==> src/rtl/txbuf_pkg.sv <==
package txbuf_pkg;

  typedef enum logic [2:0] {
    ST_EMPTY, ST_DATA, ST_CRC, ST_WAIT, ST_HOLD, ST_ABORT
  } txbuf_state_e;

  // A count launches a frame only if it is 1..depth.
  function automatic logic count_usable(input int unsigned cnt, input int unsigned depth);
    return (cnt != 0) && (cnt <= depth);
  endfunction

  // True when idx is the last data index of a cnt-byte frame.
  function automatic logic is_final(input int unsigned idx, input int unsigned cnt);
    return (idx + 1) == cnt;
  endfunction

endpackage

==> src/rtl/txbuf_store.sv <==
module txbuf_store #(
  parameter int DEPTH = 11,
  parameter int DW    = 8,
  parameter int AW    = 4,
  parameter int IW    = 4
) (
  input  logic          clk,
  input  logic          rst_n,
  input  logic          wr_en,
  input  logic [AW-1:0] wr_addr,
  input  logic [DW-1:0] wr_data,
  input  logic [IW-1:0] rd_idx,
  output logic [DW-1:0] rd_data
);
  logic [DW-1:0] mem [DEPTH];

  for (genvar g = 0; g < DEPTH; g++) begin : g_slot
    always_ff @(posedge clk or negedge rst_n) begin
      if (!rst_n)                              mem[g] <= '0;
      else if (wr_en && wr_addr == AW'(g))     mem[g] <= wr_data;
    end
  end

  assign rd_data = (rd_idx < IW'(DEPTH)) ? mem[rd_idx] : '0;
endmodule

==> src/rtl/txbuf_seq.sv <==
module txbuf_seq
  import txbuf_pkg::*;
#(
  parameter int DEPTH = 11,
  parameter int IW    = 4
) (
  input  logic          clk,
  input  logic          rst_n,
  input  logic          start,
  input  logic [IW-1:0] start_cnt,
  input  logic          abort_req,
  input  logic          tx_ready,
  input  logic          link_ok,
  input  logic          link_err,
  input  logic          link_lost,
  input  logic          bus_idle,
  output txbuf_state_e  st,
  output logic [IW-1:0] idx,
  output logic          evt_ok,
  output logic          evt_drop,
  output logic          evt_lost
);
  txbuf_state_e  st_n;
  logic [IW-1:0] idx_n;
  logic [IW-1:0] cnt_q;
  logic          sending;

  assign sending = (st == ST_DATA) || (st == ST_CRC) || (st == ST_WAIT);

  always_comb begin
    st_n     = st;
    idx_n    = idx;
    evt_ok   = 1'b0;
    evt_drop = 1'b0;
    evt_lost = 1'b0;
    if (abort_req) begin
      st_n  = ST_ABORT;
      idx_n = '0;
    end else if (sending) begin
      if (link_err) begin
        st_n = ST_EMPTY;  evt_drop = 1'b1;
      end else if (link_lost) begin
        st_n = ST_HOLD;   idx_n = '0;  evt_lost = 1'b1;
      end else if (st == ST_DATA && tx_ready) begin
        if (is_final(32'(idx), 32'(cnt_q))) st_n = ST_CRC;
        else                                idx_n = idx + 1'b1;
      end else if (st == ST_CRC && tx_ready) begin
        st_n = ST_WAIT;
      end else if (st == ST_WAIT && link_ok) begin
        st_n = ST_EMPTY;  evt_ok = 1'b1;
      end
    end else begin
      case (st)
        ST_EMPTY: if (start) begin st_n = ST_DATA; idx_n = '0; end
        ST_HOLD:  if (bus_idle) st_n = ST_DATA;
        default:  st_n = ST_EMPTY;
      endcase
    end
  end

  always_ff @(posedge clk or negedge rst_n) begin
    if (!rst_n) begin
      st    <= ST_EMPTY;
      idx   <= '0;
      cnt_q <= '0;
    end else begin
      st  <= st_n;
      idx <= idx_n;
      if (st == ST_EMPTY && start && !abort_req) cnt_q <= start_cnt;
    end
  end

  localparam int unsigned DEPTH_U = DEPTH;
  logic unused_depth;
  assign unused_depth = (DEPTH_U == 0);
endmodule

==> src/rtl/txbuf_flags.sv <==
module txbuf_flags (
  input  logic clk,
  input  logic rst_n,
  input  logic set_done,
  input  logic clr_done,
  input  logic ctl_wr,
  input  logic ie_in,
  output logic done,
  output logic ie,
  output logic irq
);
  always_ff @(posedge clk or negedge rst_n) begin
    if (!rst_n) begin
      done <= 1'b0;
      ie   <= 1'b0;
    end else begin
      if (set_done)      done <= 1'b1;
      else if (clr_done) done <= 1'b0;
      if (ctl_wr)        ie   <= ie_in;
    end
  end

  assign irq = done & ie;
endmodule

==> src/rtl/txbuf_ctl.sv <==
module txbuf_ctl
  import txbuf_pkg::*;
#(
  parameter  int DEPTH = 11,
  parameter  int DW    = 8,
  localparam int AW    = $clog2(DEPTH + 3)
) (
  input  logic          clk,
  input  logic          rst_n,
  input  logic          cpu_we,
  input  logic [AW-1:0] cpu_addr,
  input  logic [DW-1:0] cpu_wdata,
  output logic          busy,
  output logic          abort_active,
  output logic          tx_done,
  output logic          irq,
  output logic          tx_valid,
  input  logic          tx_ready,
  output logic [DW-1:0] tx_data,
  output logic          tx_sof,
  output logic          tx_last,
  input  logic [DW-1:0] crc_in,
  input  logic          link_ok,
  input  logic          link_err,
  input  logic          link_nil,
  input  logic          link_lost,
  input  logic          bus_idle
);
  localparam int IW = $clog2(DEPTH + 1);
  localparam logic [AW-1:0] A_CNT = AW'(DEPTH);
  localparam logic [AW-1:0] A_CTL = AW'(DEPTH + 1);
  localparam logic [AW-1:0] A_STS = AW'(DEPTH + 2);

  txbuf_state_e  st;
  logic [IW-1:0] idx;
  logic [DW-1:0] rd_data;
  logic          ie;

  // Named internal events
  logic wr_store, wr_start, abort_req, ctl_wr, clr_done;
  logic evt_ok, evt_drop, evt_lost;

  assign busy      = (st != ST_EMPTY);
  assign wr_store  = cpu_we && !busy && (cpu_addr < A_CNT);
  assign wr_start  = cpu_we && !busy && (cpu_addr == A_CNT)
                     && count_usable(32'(cpu_wdata), DEPTH);
  assign ctl_wr    = cpu_we && (cpu_addr == A_CTL);
  assign abort_req = ctl_wr && cpu_wdata[0];
  assign clr_done  = cpu_we && (cpu_addr == A_STS) && cpu_wdata[0];

  txbuf_store #(.DEPTH(DEPTH), .DW(DW), .AW(AW), .IW(IW)) u_store (
    .clk(clk), .rst_n(rst_n), .wr_en(wr_store), .wr_addr(cpu_addr),
    .wr_data(cpu_wdata), .rd_idx(idx), .rd_data(rd_data)
  );

  txbuf_seq #(.DEPTH(DEPTH), .IW(IW)) u_seq (
    .clk(clk), .rst_n(rst_n), .start(wr_start), .start_cnt(IW'(cpu_wdata)),
    .abort_req(abort_req), .tx_ready(tx_ready), .link_ok(link_ok),
    .link_err(link_err), .link_lost(link_lost), .bus_idle(bus_idle),
    .st(st), .idx(idx), .evt_ok(evt_ok), .evt_drop(evt_drop), .evt_lost(evt_lost)
  );

  txbuf_flags u_flags (
    .clk(clk), .rst_n(rst_n), .set_done(evt_ok), .clr_done(clr_done),
    .ctl_wr(ctl_wr), .ie_in(cpu_wdata[1]), .done(tx_done), .ie(ie), .irq(irq)
  );

  assign abort_active = (st == ST_ABORT);
  assign tx_valid     = (st == ST_DATA) || (st == ST_CRC);
  assign tx_last      = (st == ST_CRC);
  assign tx_sof       = (st == ST_DATA) && (idx == '0);
  assign tx_data      = tx_last ? crc_in : (tx_valid ? rd_data : '0);

  logic unused_ok;
  assign unused_ok = evt_drop | evt_lost | link_nil;
endmodule

==> config.mk <==
export PLATFORM = sky130hd
export DESIGN_NAME = txbuf_ctl
export DESIGN_NICKNAME = d
export VERILOG_FILES = /design/src/rtl/txbuf_pkg.sv /design/src/rtl/txbuf_store.sv /design/src/rtl/txbuf_seq.sv /design/src/rtl/txbuf_flags.sv /design/src/rtl/txbuf_ctl.sv
export SDC_FILE = /design/constraint.sdc
export NUM_CORES = 1
export LEC_CHECK = 0
export BUFFER_PORTS_ARGS = -buffer_cell sky130_fd_sc_hd__buf_4
export CAP_MARGIN = 40
export CORE_MARGIN = 4
export CORE_UTILIZATION = 25
export CTS_CLUSTER_SIZE = 14
export DETAILED_ROUTE_END_ITERATION = 12
export PLACE_DENSITY = 0.38
export SLEW_MARGIN = 20
export SYNTH_ARGS = -nofsm -noshare
export SYNTH_HDL_FRONTEND = slang
export SYNTH_SLANG_ARGS = --single-unit
==> constraint.sdc <==
create_clock -name clk -period 7.9 [get_ports clk]
set_input_delay 1.58 -clock clk [delete_from_list [all_inputs] [get_ports clk]]
set_output_delay 1.58 -clock clk [all_outputs]
set_load 0.01 [all_outputs]
---- Yosys cells after proc, flatten, opt, wreduce, memory -nomap -nowiden ----
Index checks and enable logic that the tools add are counted.
W data, S select, Z words.
storage, ports and cells
  register bits after elaboration ......... 101
  input bits .............................. 29
  output and inout port bits .............. 15
  word-level logic and storage cells ...... 124
operators by class
  $add $sub $neg .......................... 2
  $lt $le $gt $ge ......................... 4
  equal/unequal tests ..................... 26
  muxes and demuxes ....................... 34
  bitwise logic cells ..................... 2
  reductions and logical operators ........ 40
operators by type and width
  cell                   count
  $mux W8                5
  $bmux W8 S4            1
  $eq A32 B4 Y1          1
  $mux W4                8
  $mux W3                10
  $logic_and A1 B1 Y1    26
  $eq A4 B4 Y1 const B   6
  $eq A4 B3 Y1 const B   4
  $mux W1                9
  $reduce_bool A3 Y1     3
  $eq A4 B2 Y1 const B   2
  $le A8 B4 Y1 const B   1
  $logic_not A4 Y1       2
  $lt A4 B4 Y1 const B   2
  $ne A4 B3 Y1 const B   2
  $reduce_bool A8 Y1     1
  $ne A7 B6 Y1 const B   1
  $eq A3 B2 Y1 const B   2
  $eq A3 B3 Y1 const B   2
  $ne A6 B5 Y1 const B   1
  $pmux W3 S2            1
  $add A4 B1 Y5 const B  1
  $ge A5 B5 Y1 const B   1
  $not A4 Y5             1
  13 further kinds       15

---- Logic depth before layout (Yosys ltp) ----
  depth in word-level cells ............... 10
  gate-level depth with buffers ........... 9
  mapped depth without buffers ............ 6

---- By module ----
From an unflattened synthesis, not the netlist that was laid out.
unflattened totals
  cells, all modules ...................... 399
  area total of the unflattened synthesis .. 5,242.5 µm²
by module, submodules not included
  module       instances  cells an instance  area an instance (µm²)  sequential area each (µm²)
  txbuf_store  1          286                4,154.0                 2,202.1
  txbuf_seq    1          80                 774.5                   275.3
  txbuf_ctl    1          27                 231.5                   0.0
  txbuf_flags  1          6                  82.6                    50.0

---- Worst setup path before layout ----
Ideal clock, no wire load.
  kind .................................... input port to output port
  start ................................... input crc_in[0]
  end ..................................... output tx_data[0]
  arrival ................................. 1.855 ns
  required time ........................... 6.320 ns
  setup slack ............................. 4.465 ns
  stages on the path ...................... 2
  path buffers ............................ 0
  cells stage by stage .................... nand2_1 a21oi_1
between the ends
  word-level cells in the longest chain between the ends .. 1
ends and longest elaborated chain
  element          line             source
  start, declared  txbuf_ctl.sv:22  input logic [DW-1:0] crc_in,
  $mux W8          txbuf_ctl.sv:72  assign tx_data = tx_last ? crc_in : (tx_valid ? rd_data : '0);
  end, declared    txbuf_ctl.sv:19  output logic [DW-1:0] tx_data,
Every way passes these cells.

---- Final worst setup path ----
  start ................................... register u_seq.idx[0]
  end ..................................... output tx_data[4]
between the ends
  word-level cells in the longest chain between the ends .. 7
  elaborated cells between the ends (all ways) .. 8
  those cells by class .................... order compare (1); mux (6); bitwise (1)
ends and longest elaborated chain
  element                                      line               source
  start, declared                              txbuf_seq.sv:18    output logic [IW-1:0] idx,
  start signal, assigned                       txbuf_seq.sv:68    idx <= idx_n;
  $not A4 Y5 (not written as such)             txbuf_store.sv:24  assign rd_data = (rd_idx < IW'(DEPTH)) ? mem[rd_idx] : '0;
  $bmux W8 S4                                  txbuf_store.sv:24
  $mux W8 (not written as such) (2 in series)  txbuf_store.sv:24
  $mux W8 *                                    txbuf_store.sv:24
  $mux W8 * (2 in series)                      txbuf_ctl.sv:72
Every way passes the cells marked *; elsewhere a longest branch is shown, timed or not. The select of a mux whose other input is x is not followed.

==> reports/qor.yml <==
yosys:
  syn_inst: 415
  syn_area_per_cell_um2: 12.5
  synth-edff-count: 0
  ys_types: 54
  syn_area_um2: 5180
  synth_flop_cell: "dfrtp_1"
  synth.largest_area_cell: "dfrtp_1"
  yosysMostFrequentCell: "dfrtp_1"
  syn_nets: 446
  synth_top_cell_area_share_pct: 48.8
  ys_ff_latch: 101
  ys.warnings.count: 0
  synth_area_leaders: "dfrtp_1 (49%), mux2_2 (12%), mux2_1 (8.7%)"
  seq_area_frac_synth_pct: 48.8
  synthArstFlopShare_pct: 100
  synth_common_cells: "dfrtp_1 (101), mux2_2 (54), mux2_1 (40)"
critical_path:
  startpoint_type: "flop"
  r2r-end: "u_seq.st[0]"
  critPathMaxStageDelay_ns: 0.71
  cpMostUsedCell: "buf_4"
  required_ns: 6.32
  crit_chain: "buf_4 > mux4_2 > o21ai_0 > a21o_1 > a21oi_1 > buf_4"
  critPathSlowestCell: "dfrtp_2"
  crit_arrival_ns: 2.82
  critical_path_depth: 6
  path_max_fanout: 24
  end_kind: "output pin"
  crit_end: "tx_data[4]"
  ff2ff_setup_slack_ns: 4.83
  path_buf_inv: 2
  crit_start: "u_seq.idx[0]"
  path_delay_family: "flip-flops"
  critPathKind: "reg -> out"
  reg2reg_from: "u_seq.idx[0]"
  reg2reg_depth: 7
routing:
  route.detailed.drc: 0
  via_per_inst: 4.72
  drtIter0Drc: 210
  wire_per_inst_um: 19.5
  first_pass_iters: 4
  drt-total-wl_um: 14000
  vias: 3389
  drtAntennaViolNets: 0
global_route:
  track_usage_pct: 12.5
  grt_pass1_wl_um: 22300
  grt_max_degree: 54
  gr-total-overflow: 0
  grt_pass1_vias: 3635
  antenna_found_initial: 0
clocking:
  clockBufferDepth: 2
  insertion_delay_ns: 0.35
  clk_pin_slew_ns: 0.07
  cts_sinks: 101
  post-cts-setup-buffer-count: 0
  root_buffer: "clkbuf_16"
  cts_tree: "done"
  holdBufCountCts: 0
  numCtsBuffers: 9
  cts_htree_levels: 3
  ctsResizeCount: 0
hold_path:
  hold_path.class: "reg -> reg"
finish:
  fin_util_pct: 29.8
  fin_cells: 718
  layout-drive-gt1-share_pct: 30.6
  areaGrowthSynthToFinish_pct: 16.6
  fin_nets: 474
  antennaDiodeCount: 0
die:
  num_rows: 52
  start_util_pct: 25.5
  die_h_um: 152
  die-area_um2: 23100
  coreArea_um2: 20300
  ios: 44
  fp.dieW_um: 152
sta:
  rsz0062_at_grt: "no"
  period_needed_ns: 4.40
  fmax_ghz: 0.227
  tns_ns: 0
  finalHoldViolations: 0
  slew_viol_final: 0
  relSlewSlack_pct: 44.6
  fin_ws_ns: 3.50
  setup_violations: 0
  hold_ws_ns: 0.487
  worst_slew_pin_slew_ns: 0.825
  finalClockSkew_ns: 0.00439
  period_share_pct: 55.7
pwr:
  p_leak_nw: 2.55
  irDropWorstVdd_uv: 82.9
  p_per_area_nw_per_um2: 340
run_status:
  status: "finished clean"
placed_design:
  preCtsSetupSlack_ns: 3.83
  gp_congestion: 0.781
  hpwl_um: 9550
  io_buffer_count: 42
  place_inst: 702
flow_run:
  max-cap-violations: 0
-- cells by family (layout without fill, tap and decap cells) --
kind of cell | count (synthesis) | after routing | share of synthesized area (%)
xor+xnor | 5 | 5 | 0.845
buf+inv | 37 | 70 | 2.97
compound gates | 62 | 62 | 8.79
flops | 101 | 101 | 48.8
simple gates | 81 | 81 | 9.42
fa+ha+maj | 2 | 2 | 0.483
mux | 127 | 127 | 28.7
-- layout by cell type (no fill, tap or decap), types with 3 or more instances in the layout --
master	synthesis	routed
a221oi_1	8	8
mux2_1	40	40
o21ai_1	3	3
nor4_1	4	4
buf_4	2	46
nand3_1	6	6
nand2b_1	4	4
clkbuf_16	0	9
mux2i_1	25	25
mux2_2	54	54
o21ai_0	9	9
mux4_2	8	8
a211o_1	3	3
nor2_1	7	7
nor3_1	8	8
inv_1	8	8
nand2_1	20	20
xnor2_1	3	3
dfrtp_1	101	100
o2bb2ai_1	8	8
and2_1	3	3
a21oi_1	12	12
nor2_2	5	5
a21o_1	8	8
nand4_1	3	3
-- worst min path at each step --
stage                    start               to  slack [ns]  depth (start not counted)
2_1_floorplan  u_store.mem[80]  u_store.mem[80]        0.45                          1
3_3_place_gp   u_store.mem[83]  u_store.mem[83]        0.47                          1
3_5_place_dp   u_store.mem[23]  u_store.mem[23]        0.47                          1
4_1_cts        u_store.mem[23]  u_store.mem[23]        0.49                          1
5_1_grt        u_store.mem[42]  u_store.mem[42]        0.51                          1
6_report       u_store.mem[23]  u_store.mem[23]        0.49                          1
-- area by class of cell --
type	instances	area [um2]
Clock buffer	9	225
Clock inverter	7	73.8
Fill cell	2072	14300
Inverter	8	30.0
Multi-Input combinational cell	277	2500
Sequential cell	101	2530
Tap cell	270	338
Timing Repair Buffer	46	345
-- state kept, by name, indices dropped and copies added (netlist names) --
name / cells
u_store.mem: 88
u_seq.cnt_q: 4
u_seq.idx: 4
u_seq.st: 3
u_flags.done: 1
u_flags.ie: 1
-- where the power goes --
part	leakage (nW)	switching [mW]	internal, mW
sequential	1.30	0.155	0.737
clock	0.146	0.209	0.248
combinational	1.10	0.322	0.383
-- worst reg2reg max path, stage by stage (launching register included) --
cell and delay (ns):
dfrtp_2 0.71, buf_4 0.51, ha_1 0.36, nor4bb_1 0.31
a211oi_1 0.10, nor4_1 0.51, o22ai_1 0.14, a211o_1 0.33
-- routing by layer --
metal | wire length [um] | track usage [%]
met4 | 172 | 3.60
met2 | 6600 | 19.9
met1 | 6840 | 17.3
met5 | 0 | 0
met3 | 383 | 2.65
-- through the flow --
| stage | instance area, um2 | power, mW |
|---|---|---|
| floorplan | 5180 | 1.37 |
| CTS | 6040 | 2.09 |
| detailed placement | 5740 | 1.62 |
| global placement | 5740 | 1.60 |
| finish | 6040 | 2.05 |
| global route | 6040 | 2.20 |
(Power assumes the default switching activity.)
